File: src/rtl/flag_gen.sv
module flag_gen #(
  parameter int unsigned DW = 32
) (
  input  logic [DW-1:0] op_a,
  input  logic [DW-1:0] op_b,
  input  logic          carry_in,
  input  logic          sub_sel,
  input  logic [1:0]    width_sel,
  output logic [DW-1:0] result,
  output logic          flag_cf,
  output logic          flag_pf,
  output logic          flag_af,
  output logic          flag_zf,
  output logic          flag_sf,
  output logic          flag_of
);

  logic [DW-1:0] b_eff;
  logic          c_low;
  logic [DW:0]   sum;
  logic [DW-1:0] keep;
  logic          c_top_out;
  logic          c_top_in;
  logic          top_bit;
  logic          nib_carry;

  assign b_eff = sub_sel ? ~op_b : op_b;
  assign c_low = carry_in ^ sub_sel;
  assign sum   = {1'b0, op_a} + {1'b0, b_eff} + {{DW{1'b0}}, c_low};

  assign nib_carry = op_a[4] ^ b_eff[4] ^ sum[4];

  always_comb begin
    keep = '0;
    case (width_sel)
      2'b00: begin
        keep[7:0] = '1;
        c_top_out = op_a[8] ^ b_eff[8] ^ sum[8];
        c_top_in  = op_a[7] ^ b_eff[7] ^ sum[7];
        top_bit   = sum[7];
      end
      2'b01: begin
        keep[15:0] = '1;
        c_top_out  = op_a[16] ^ b_eff[16] ^ sum[16];
        c_top_in   = op_a[15] ^ b_eff[15] ^ sum[15];
        top_bit    = sum[15];
      end
      default: begin
        keep      = '1;
        c_top_out = sum[DW];
        c_top_in  = op_a[DW-1] ^ b_eff[DW-1] ^ sum[DW-1];
        top_bit   = sum[DW-1];
      end
    endcase
  end

  assign result  = sum[DW-1:0] & keep;
  assign flag_cf = c_top_out ^ sub_sel;
  assign flag_af = nib_carry ^ sub_sel;
  assign flag_of = c_top_out ^ c_top_in;
  assign flag_sf = top_bit;
  assign flag_zf = ~|result;
  assign flag_pf = ~^result[7:0];

endmodule

File: config.mk
export PLATFORM = sky130hd
export DESIGN_NAME = flag_gen
export DESIGN_NICKNAME = d
export VERILOG_FILES = /design/src/rtl/flag_gen.sv
export SDC_FILE = /design/constraint.sdc
export NUM_CORES = 1
export LEC_CHECK = 0
export BUFFER_PORTS_ARGS = -buffer_cell sky130_fd_sc_hd__clkbuf_2
export CORE_MARGIN = 1
export CORE_UTILIZATION = 46
export DETAILED_ROUTE_END_ITERATION = 16
export GPL_ROUTABILITY_DRIVEN = 0
export PLACE_DENSITY = 0.76
export SLEW_MARGIN = 20
export SYNTH_ARGS = -nofsm -noshare
export SYNTH_HDL_FRONTEND = slang
export SYNTH_SLANG_ARGS = --single-unit
File: constraint.sdc
create_clock -name vclk -period 7.4
set_input_delay 0.37 -clock vclk [all_inputs]
set_output_delay 0.37 -clock vclk [all_outputs]
set_load 0.05 [all_outputs]
==> results.md, run 1 <==
- Status: finished clean
- Worst Max-Slew Pin Slew: approximately 560 ps
- Mapped Area: between 2000 and 3000 µm²
- Layout cells sized above 1: 0.253
- Avg Cell Area, Syn: ~7.0 µm²
- Max cap viols: 0
- CP peak stage delay: approximately 460 ps
- Worst Path Arrival: 4500 ps
- Drt initial violations: roughly 220
- Die H: about 79 µm
- CP max stage cell: clkbuf_2
- Final period util: 0.658
- Most common cell in the netlist: xor2_1
- Post-synth net total: roughly 500
- CP max FO: 20
- Post-CTS Resized: 0
- Wire length of the first global-routing pass: 13.0 mm
- Worst Path Buf+Inv: 4
- Pins Over Slew Limit: 0
- Netlist cell types: 58
- Max rail drop VDD: about 0.00027 V
- PortBufs: 106
- Hold-fix buffers, CTS: 0
- Cells along the critical path: clkbuf_2 > buf_4 > xnor2_1 > fa_1 > inv_1 > fa_1 > a211oi_1 > o21ai_1 > a31oi_1 > a21o_1 > o21ai_0 > xor2_1 > a2111oi_0 > nand4_1 > nor2_1 > clkbuf_2
- Fillers: 552
- DR WL met2: 3.75 mm
- Crit path capture type: output port
- Final setup vio count: 0
- Hold slack final: around 1300 ps
- I/O pin cnt: 106
- Top layer in use: met4
- Crit path to: flag_zf
- Pleak: roughly 1.6 nW
- Area grow syn2layout: 19.7%
- Worst EP required: 7030 ps
- Tmin final: approximately 4900 ps
- Post-synthesis sequential area ratio: 0
- Clock buf count: 0
- WL met1: ~3.6 mm
- FF/Latch Area: 0 µm²
- DR vias/cell: 5.97
- Setup TNS: 0 ps
- Setup bufs post-CTS: 0
- Crit-path leading delay family: compound AO/OA/AOI/OAI gates
- Die width: 79.1 µm
- Final instance area: roughly 3300 µm²
- Detailed Routing Iterations Pass 1: 5
- Ys Warns: 0
- Largest net degree at the start of global routing: 26
- Max_slew headroom: 0.614
- Worst Setup Start Kind: primary input
- Detail Route Antenna Nets: 0
- Top-area cell type share of the netlist area: 0.160
- Crit. path cell count: 16
- Area after DPL: ~3300 µm²
- WL/cell: 14.5 µm
- ANT cells: 0
- Synth top area cells: ha_1 (16%), xor2_1 (12%), a21o_1 (5.8%)
- Floorplan core area: 5610 µm²
- Via count: roughly 3,300
- Initial antenna violation count: 0
- Final wirelength: between 8 and 9 mm
- GRT overflow: 0
- GRT Total Usage: 0.249
- Most frequent cells after synthesis: xor2_1 (38), ha_1 (35), a21oi_1 (30)
- RSZ-0062 raised after global routing: no
- Metal3 WL: slightly below 600 µm
- Final Hold Viols: 0
- Total power draw: about 700 µW
- CP Class: primary input to output port
- Initial core utilization: 0.488
- Cell count after synthesis: 391
- DRC: 0
- Yosys top cell by area: ha_1
- Detail Placement HPWL: about 6.7 mm
- Hold crit path type: primary input to output port
- Core Rows: 27
- Sequential cells: 0
- Vias in the first global route: about 2,900
- Critical Path Start: sub_sel
- Hold path depth: 3
- FMAX: just over 200 MHz
- Full die area: 6260 µm²
- Pwr Density: roughly 210 nW/µm²
- Nets: around 600
cell type report:
class / instances / area, µm² / share of cell area
Multi-Input combinational cell: 355 / 2580 / 0.789
Inverter: 17 / 63.8 / 0.0195
Timing Repair Buffer: 107 / 538 / 0.164
Tap cell: 72 / 90.1 / 0.0275
power breakdown:
part	internal (mW)	total, mW	switching, mW
clock	0	0	0
sequential	0	0	0
combinational	0.216	0.699	0.483
total	0.216	0.699	0.483
through the flow:
stage / std cells / setup WS (ps) / utilization
after floorplan: 391 / 2420 / -
after global placement: 551 / 2730 / 0.584
after detailed placement: 551 / 2600 / 0.584
after CTS: 551 / 2590 / 0.584
after global routing: 551 / 2080 / 0.584
final: 551 / 2530 / 0.584
metal layers:
metal / up-vias / GRT usage
li1: 1635 / -
met1: 1473 / 0.345
met2: 163 / 0.425
met3: 16 / 0.0138
met4: 0 / 0.0418
met5: - / 0
layout by cell type (no fill, tap or decap), types with 4 or more instances in the layout:
| cell type | n |
|---|---|
| a211oi_1 | 6 |
| a21o_1 | 21 |
| a21oi_1 | 30 |
| a31oi_1 | 5 |
| and2_1 | 6 |
| clkbuf_2 | 106 |
| ha_1 | 35 |
| inv_1 | 17 |
| mux2i_1 | 4 |
| nand2_1 | 25 |
| nand2b_1 | 5 |
| nand3_1 | 7 |
| nand4_1 | 10 |
| nor2_1 | 28 |
| nor3_1 | 9 |
| o211ai_1 | 7 |
| o21a_1 | 12 |
| o21ai_0 | 20 |
| o21ai_1 | 5 |
| o21bai_1 | 6 |
| or2_2 | 4 |
| or3_1 | 6 |
| xnor2_1 | 16 |
| xor2_1 | 38 |
how the worst min path moves through the flow:
stage / startpoint / end / slack (ps)
finish: op_a[1] / result[1] / 1330
global route: op_a[1] / result[1] / 1370
detailed placement: op_a[1] / result[1] / 1330
global placement: op_a[1] / result[1] / 1320
CTS: op_a[1] / result[1] / 1330
floorplan: width_sel[1] / result[21] / 1120
kinds of logic after synthesis:
kind of cell / Yosys count / share of synthesized area
AO/OA/AOI/OAI: 141 / 0.355
multiplexers: 4 / 0.0146
XOR/XNOR: 54 / 0.173
adder cells (fa/ha/maj): 37 / 0.175
buffers and inverters: 36 / 0.0563
AND/OR/NAND/NOR: 119 / 0.226
Note: power is estimated with default switching activity, not from simulation.
==> inputs of run 2 (changes only) <==
clock period = 4.5 ns   (was 7.4 ns; I/O delays follow)
==> results.md, run 2 (synthesis results as in run 1) <==
- Pleak: 1.67 nW (+1.0%)
- Max cap viols: 0 (unchanged)
- Initial core utilization: 0.488 (unchanged)
- Worst Slack Setup Final: 378 ps (-2160 ps)
- Max_slew headroom: 0.538 (-0.0762)
- GR peak layer: met2
- Tmin final: about 4100 ps
- PortBufs: 106 (unchanged)
- Area grow syn2layout: 21.0%
- Final instance area: 3310 µm² (+1.1%)
- Hold slack final: 1020 ps (-307 ps)
- Detail Placement HPWL: 6.57 mm (-1.9%)
- Hold crit path type: primary input to output port
- Pre-CTS WS: 385 ps (-2210 ps)
- Via count: 3,225 (-1.9%)
- Die H: 79.1 µm (unchanged)
- Core Rows: 27 (unchanged)
- Worst Max-Slew Pin Slew: 675 ps (+111 ps)
- Layout cells sized above 1: 0.264 (+0.0114)
- I/O pin cnt: 106 (unchanged)
- Full die area: 6260 µm² (unchanged)
- Most frequent cells in the layout: clkbuf_2 (106), xor2_1 (38), ha_1 (35)
- Floorplan core area: 5610 µm² (unchanged)
- Die width: 79.1 µm (unchanged)
- Fillers: 566 (+2.5%)
- Worst Path Arrival: 3900 ps (-600 ps)
- Worst Path Buf+Inv: 3 (-1)
- Pwr Density: 352 nW/µm² (+65%)
- DRC: 0 (unchanged)
- Post-layout util: 0.590 (+0.00625)
- Met1 usage: 0.341 (-0.00412)
- RSZ-0062 raised after global routing: no
- GRT overflow: 0 (unchanged)
- Largest net degree at the start of global routing: 26 (unchanged)
- Area after DPL: 3300 µm² (+0.88%)
- Final setup vio count: 0 (unchanged)
- Detailed Routing Iterations Pass 1: 5 (unchanged)
- CP max FO: 15 (-25%)
- Final wirelength: 7.75 mm (-3.3%)
- Initial antenna violation count: 0 (unchanged)
- Met3 Resource Use GR: 0.0195 (+0.00575)
- Detail Route Antenna Nets: 0 (unchanged)
- Drt initial violations: 150 (-32%)
- ANT cells: 0 (unchanged)
- Min-delay src: op_a[1]
- Clock buf count: 0 (unchanged)
- Hold endpoint: result[1]
- Crit-path leading delay family: compound AO/OA/AOI/OAI gates
- Critical Path Start: sub_sel
- CP Class: primary input to output port
- Final period util: 0.916
- DR vias/cell: 5.83 (-2.2%)
- Worst Setup Start Kind: primary input
- FF/Latch Area: 0 µm² (unchanged)
- Wire length of the first global-routing pass: 12.7 mm (-2.4%)
- CP peak stage delay: 550 ps (+90 ps)
- Cells along the critical path: clkbuf_2 > xnor2_1 > fa_1 > inv_1 > fa_1 > a211oi_1 > o21ai_1 > a31oi_2 > a2111oi_0 > or3b_1 > a41oi_1 > a2111oi_0 > nand4_1 > nor2_2 > clkbuf_2
- CP max stage cell: a2111oi_0
- Crit path capture type: output port
- Final Hold Viols: 0 (unchanged)
- Max rail drop VDD: 0.000526 V (+92%)
- WL/cell: 14.0 µm (-3.7%)
- Status: finished clean
- Hold path depth: 3 (unchanged)
- Vias in the first global route: 2,885 (-1.8%)
- FMAX: approximately 240 MHz
- Sequential cells: 0 (unchanged)
- Nets: 588 (+0.34%)
- GRT Total Usage: 0.240 (-0.00820)
- Most common cell after layout, fill and taps aside: clkbuf_2
- Met2 Resource Use GR: 0.406 (-0.0190)
- Worst EP required: 4280 ps (-2750 ps)
- Pins Over Slew Limit: 0 (unchanged)
-- run 2: changes by cell type in the layout (fill, tap and decap cells not counted), sizes merged --
cell / delta
buf: +2
-- run 2: area by class of cell --
class	count	area (µm²)	area share
Inverter	17	63.8	0.0193
Multi-Input combinational cell	355	2600	0.786
Tap cell	72	90.1	0.0272
Timing Repair Buffer	109	553	0.167
-- run 2: layer usage --
layer / up-vias / wire length (µm)
met5: - / 0
met4: 0 / 39
met3: 4 / 608
met2: 130 / 3590
met1: 1449 / 3510
li1: 1642 / -
-- run 2: worst max-delay path by stage --
stage | cells past startpoint | slack, ps | end
6_report | 15 | 380 | flag_zf
5_1_grt | 15 | 90 | flag_zf
4_1_cts | 15 | 360 | flag_zf
3_5_place_dp | 15 | 390 | flag_zf
3_3_place_gp | 15 | 490 | flag_zf
2_1_floorplan | 15 | -40 | flag_zf
-- run 2: per-stage QoR --
stage                     setup TNS [ps]  power, mW  instances
after global routing                   0       1.25        553
after CTS                              0       1.16        553
after global placement                 0       1.14        553
after detailed placement               0       1.16        553
final                                  0       1.17        553
after floorplan                    -41.6      0.921        391
-- run 2: repair_timing --
action,4_1_cts,5_1_grt
hold buffers,0,0
setup endpoints to repair,0,1
setup buffers,0,0
gates resized for setup,0,1
-- run 2: power breakdown --
| part | switching [mW] | internal (mW) |
|---|---|---|
| combinational | 0.794 | 0.372 |
| clock | 0 | 0 |
| sequential | 0 | 0 |
-- run 2: tightest hold or removal path: stages --
cell	delay [ps]
clkbuf_2	110
fa_1	180
clkbuf_2	280
==> inputs of run 3 (changes only) <==
clock period = 4.7 ns   (was 4.5 ns; I/O delays follow)
==> results.md, run 3 (synthesis results as in run 1) <==
- Critical Path Start: sub_sel
- Via count: 3,321 (+3.0%)
- Clk pwr share: 0 (unchanged)
- Status: finished clean
- DRC: 0 (unchanged)
- Clock buf count: 0 (unchanged)
- Setup bufs post-CTS: 0 (unchanged)
- Die H: 79.1 µm (unchanged)
- Detailed Routing Iterations Pass 1: 4 (-1)
- Die width: 79.1 µm (unchanged)
- DR vias/cell: 6.02 (+3.2%)
- PortBufs: 106 (unchanged)
- Area after DPL: 3280 µm² (-0.57%)
- Net Switching: 758 µW (-4.6%)
- Setup TNS: 0 ps (unchanged)
- Worst Max-Slew Pin Slew: 530 ps (-146 ps)
- WL/cell: 14.5 µm (+3.6%)
- Floorplan core area: 5610 µm² (unchanged)
- Largest net degree at the start of global routing: 26 (unchanged)
- Combinational Power Share: 1.000 (about the same)
- Post-CTS Resized: 0 (unchanged)
- Full die area: 6260 µm² (unchanged)
- FF/Latch Area: 0 µm² (unchanged)
- Detail Route Antenna Nets: 0 (unchanged)
- Vias in the first global route: 2,929 (+1.5%)
- Final wirelength: 8.02 mm (+3.5%)
- Cell Int Power: 341 µW (-8.3%)
- Worst Setup Start Kind: primary input
- CP Class: primary input to output port
- Drt initial violations: 178 (+19%)
- Hold path depth: 3 (unchanged)
- Layout cells sized above 1: 0.256 (-0.00778)
- Hold crit path type: primary input to output port
- Total power draw: 1.10 mW (-5.7%)
- Wire length of the first global-routing pass: 12.9 mm (+1.9%)
- Worst EP required: 4470 ps (+190 ps)
- GRT overflow: 0 (unchanged)
- Most frequent cells in the layout: clkbuf_2 (106), xor2_1 (38), ha_1 (35)
- I/O pin cnt: 106 (unchanged)
- Detail Placement HPWL: 6.75 mm (+2.7%)
- ANT cells: 0 (unchanged)
- Max_slew headroom: 0.638 (+0.0996)
- Part of the power in registers: 0 (unchanged)
- Core Rows: 27 (unchanged)
- Sequential cells: 0 (unchanged)
- Final period util: 0.902
- Max cap viols: 0 (unchanged)
- Min-delay src: op_a[1]
- Most common cell after layout, fill and taps aside: clkbuf_2
- Final Hold Viols: 0 (unchanged)
- FMAX: approximately 240 MHz
- Net Sw Frac: 0.690 (+0.00854)
- Worst Path Arrival: 4010 ps (+110 ps)
- Pins Over Slew Limit: 0 (unchanged)
- Pleak: 1.65 nW (-0.75%)
- Initial antenna violation count: 0 (unchanged)
- GRT Total Usage: 0.249 (+0.00844)
- CP max FO: 13 (-2)
- Pwr Density: 335 nW/µm² (-5.0%)
- Hold-fix buffers, CTS: 0 (unchanged)
- Final setup vio count: 0 (unchanged)
- Hold endpoint: result[1]
- Crit path capture type: output port
- Tmin final: between 4000 and 5000 ps
- RSZ-0062 raised after global routing: no
- Nets: 587 (-0.17%)
- Initial core utilization: 0.488 (unchanged)
- Area grow syn2layout: 20.0%
- Final instance area: 3280 µm² (-0.76%)
- Max rail drop VDD: 0.000496 V (-5.7%)
## run 3: cell count changes in the layout (fill, tap and decap cells not counted), sizes merged
cell and delta:
buf -1
## run 3: metrics by stage
| step | worst slack (ps) | hold slack [ps] | utilization | instances |
|---|---|---|---|---|
| 3_5_place_dp | 512 | 1060 | 0.585 | 552 |
| 6_report | 460 | 1040 | 0.585 | 552 |
| 2_1_floorplan | 21.2 | 846 | - | 391 |
| 5_1_grt | 50.4 | 1080 | 0.585 | 552 |
| 4_1_cts | 486 | 1060 | 0.585 | 552 |
| 3_3_place_gp | 546 | 1040 | 0.585 | 552 |
## run 3: layer usage
metal / vias up / routed length [µm] / track usage
li1: 1642 / - / -
met3: 16 / 634 / 0.0103
met1: 1508 / 3550 / 0.347
met5: - / 0 / 0
met2: 155 / 3700 / 0.425
met4: 0 / 135 / 0.0455
## run 3: worst max path at each step
stage / endpoint / slack, ps / depth (start not counted)
2_1_floorplan: flag_pf / 20 / 13
3_3_place_gp: flag_zf / 550 / 15
3_5_place_dp: flag_zf / 510 / 15
4_1_cts: flag_zf / 490 / 15
5_1_grt: flag_zf / 50 / 15
6_report: flag_zf / 460 / 15
## run 3: area by class of cell
class                      count  area, µm²
tap                           72       90.1
fill                         576       2320
inverter                      17       63.8
multi-input combinational    355       2580
timing repair buffer         108        546
## run 3: power groups by stage
| stage | combinational, mW | clock, mW | sequential (mW) |
|---|---|---|---|
| 4_1_cts | 1.09 | 0 | 0 |
| 5_1_grt | 1.18 | 0 | 0 |
| 2_1_floorplan | 0.862 | 0 | 0 |
| 6_report | 1.10 | 0 | 0 |
| 3_3_place_gp | 1.07 | 0 | 0 |
| 3_5_place_dp | 1.09 | 0 | 0 |
## run 3: critical path, cell delays in order
cell and delay (ps):
clkbuf_2 270, xnor2_1 290, fa_1 220, inv_1 60, fa_1 430, a211oi_1 330, o21ai_1 180, a31oi_1 440
a21o_1 220, o21ai_0 120, xor2_1 180, a2111oi_0 420, nand4_1 200, nor2_2 120, clkbuf_2 280
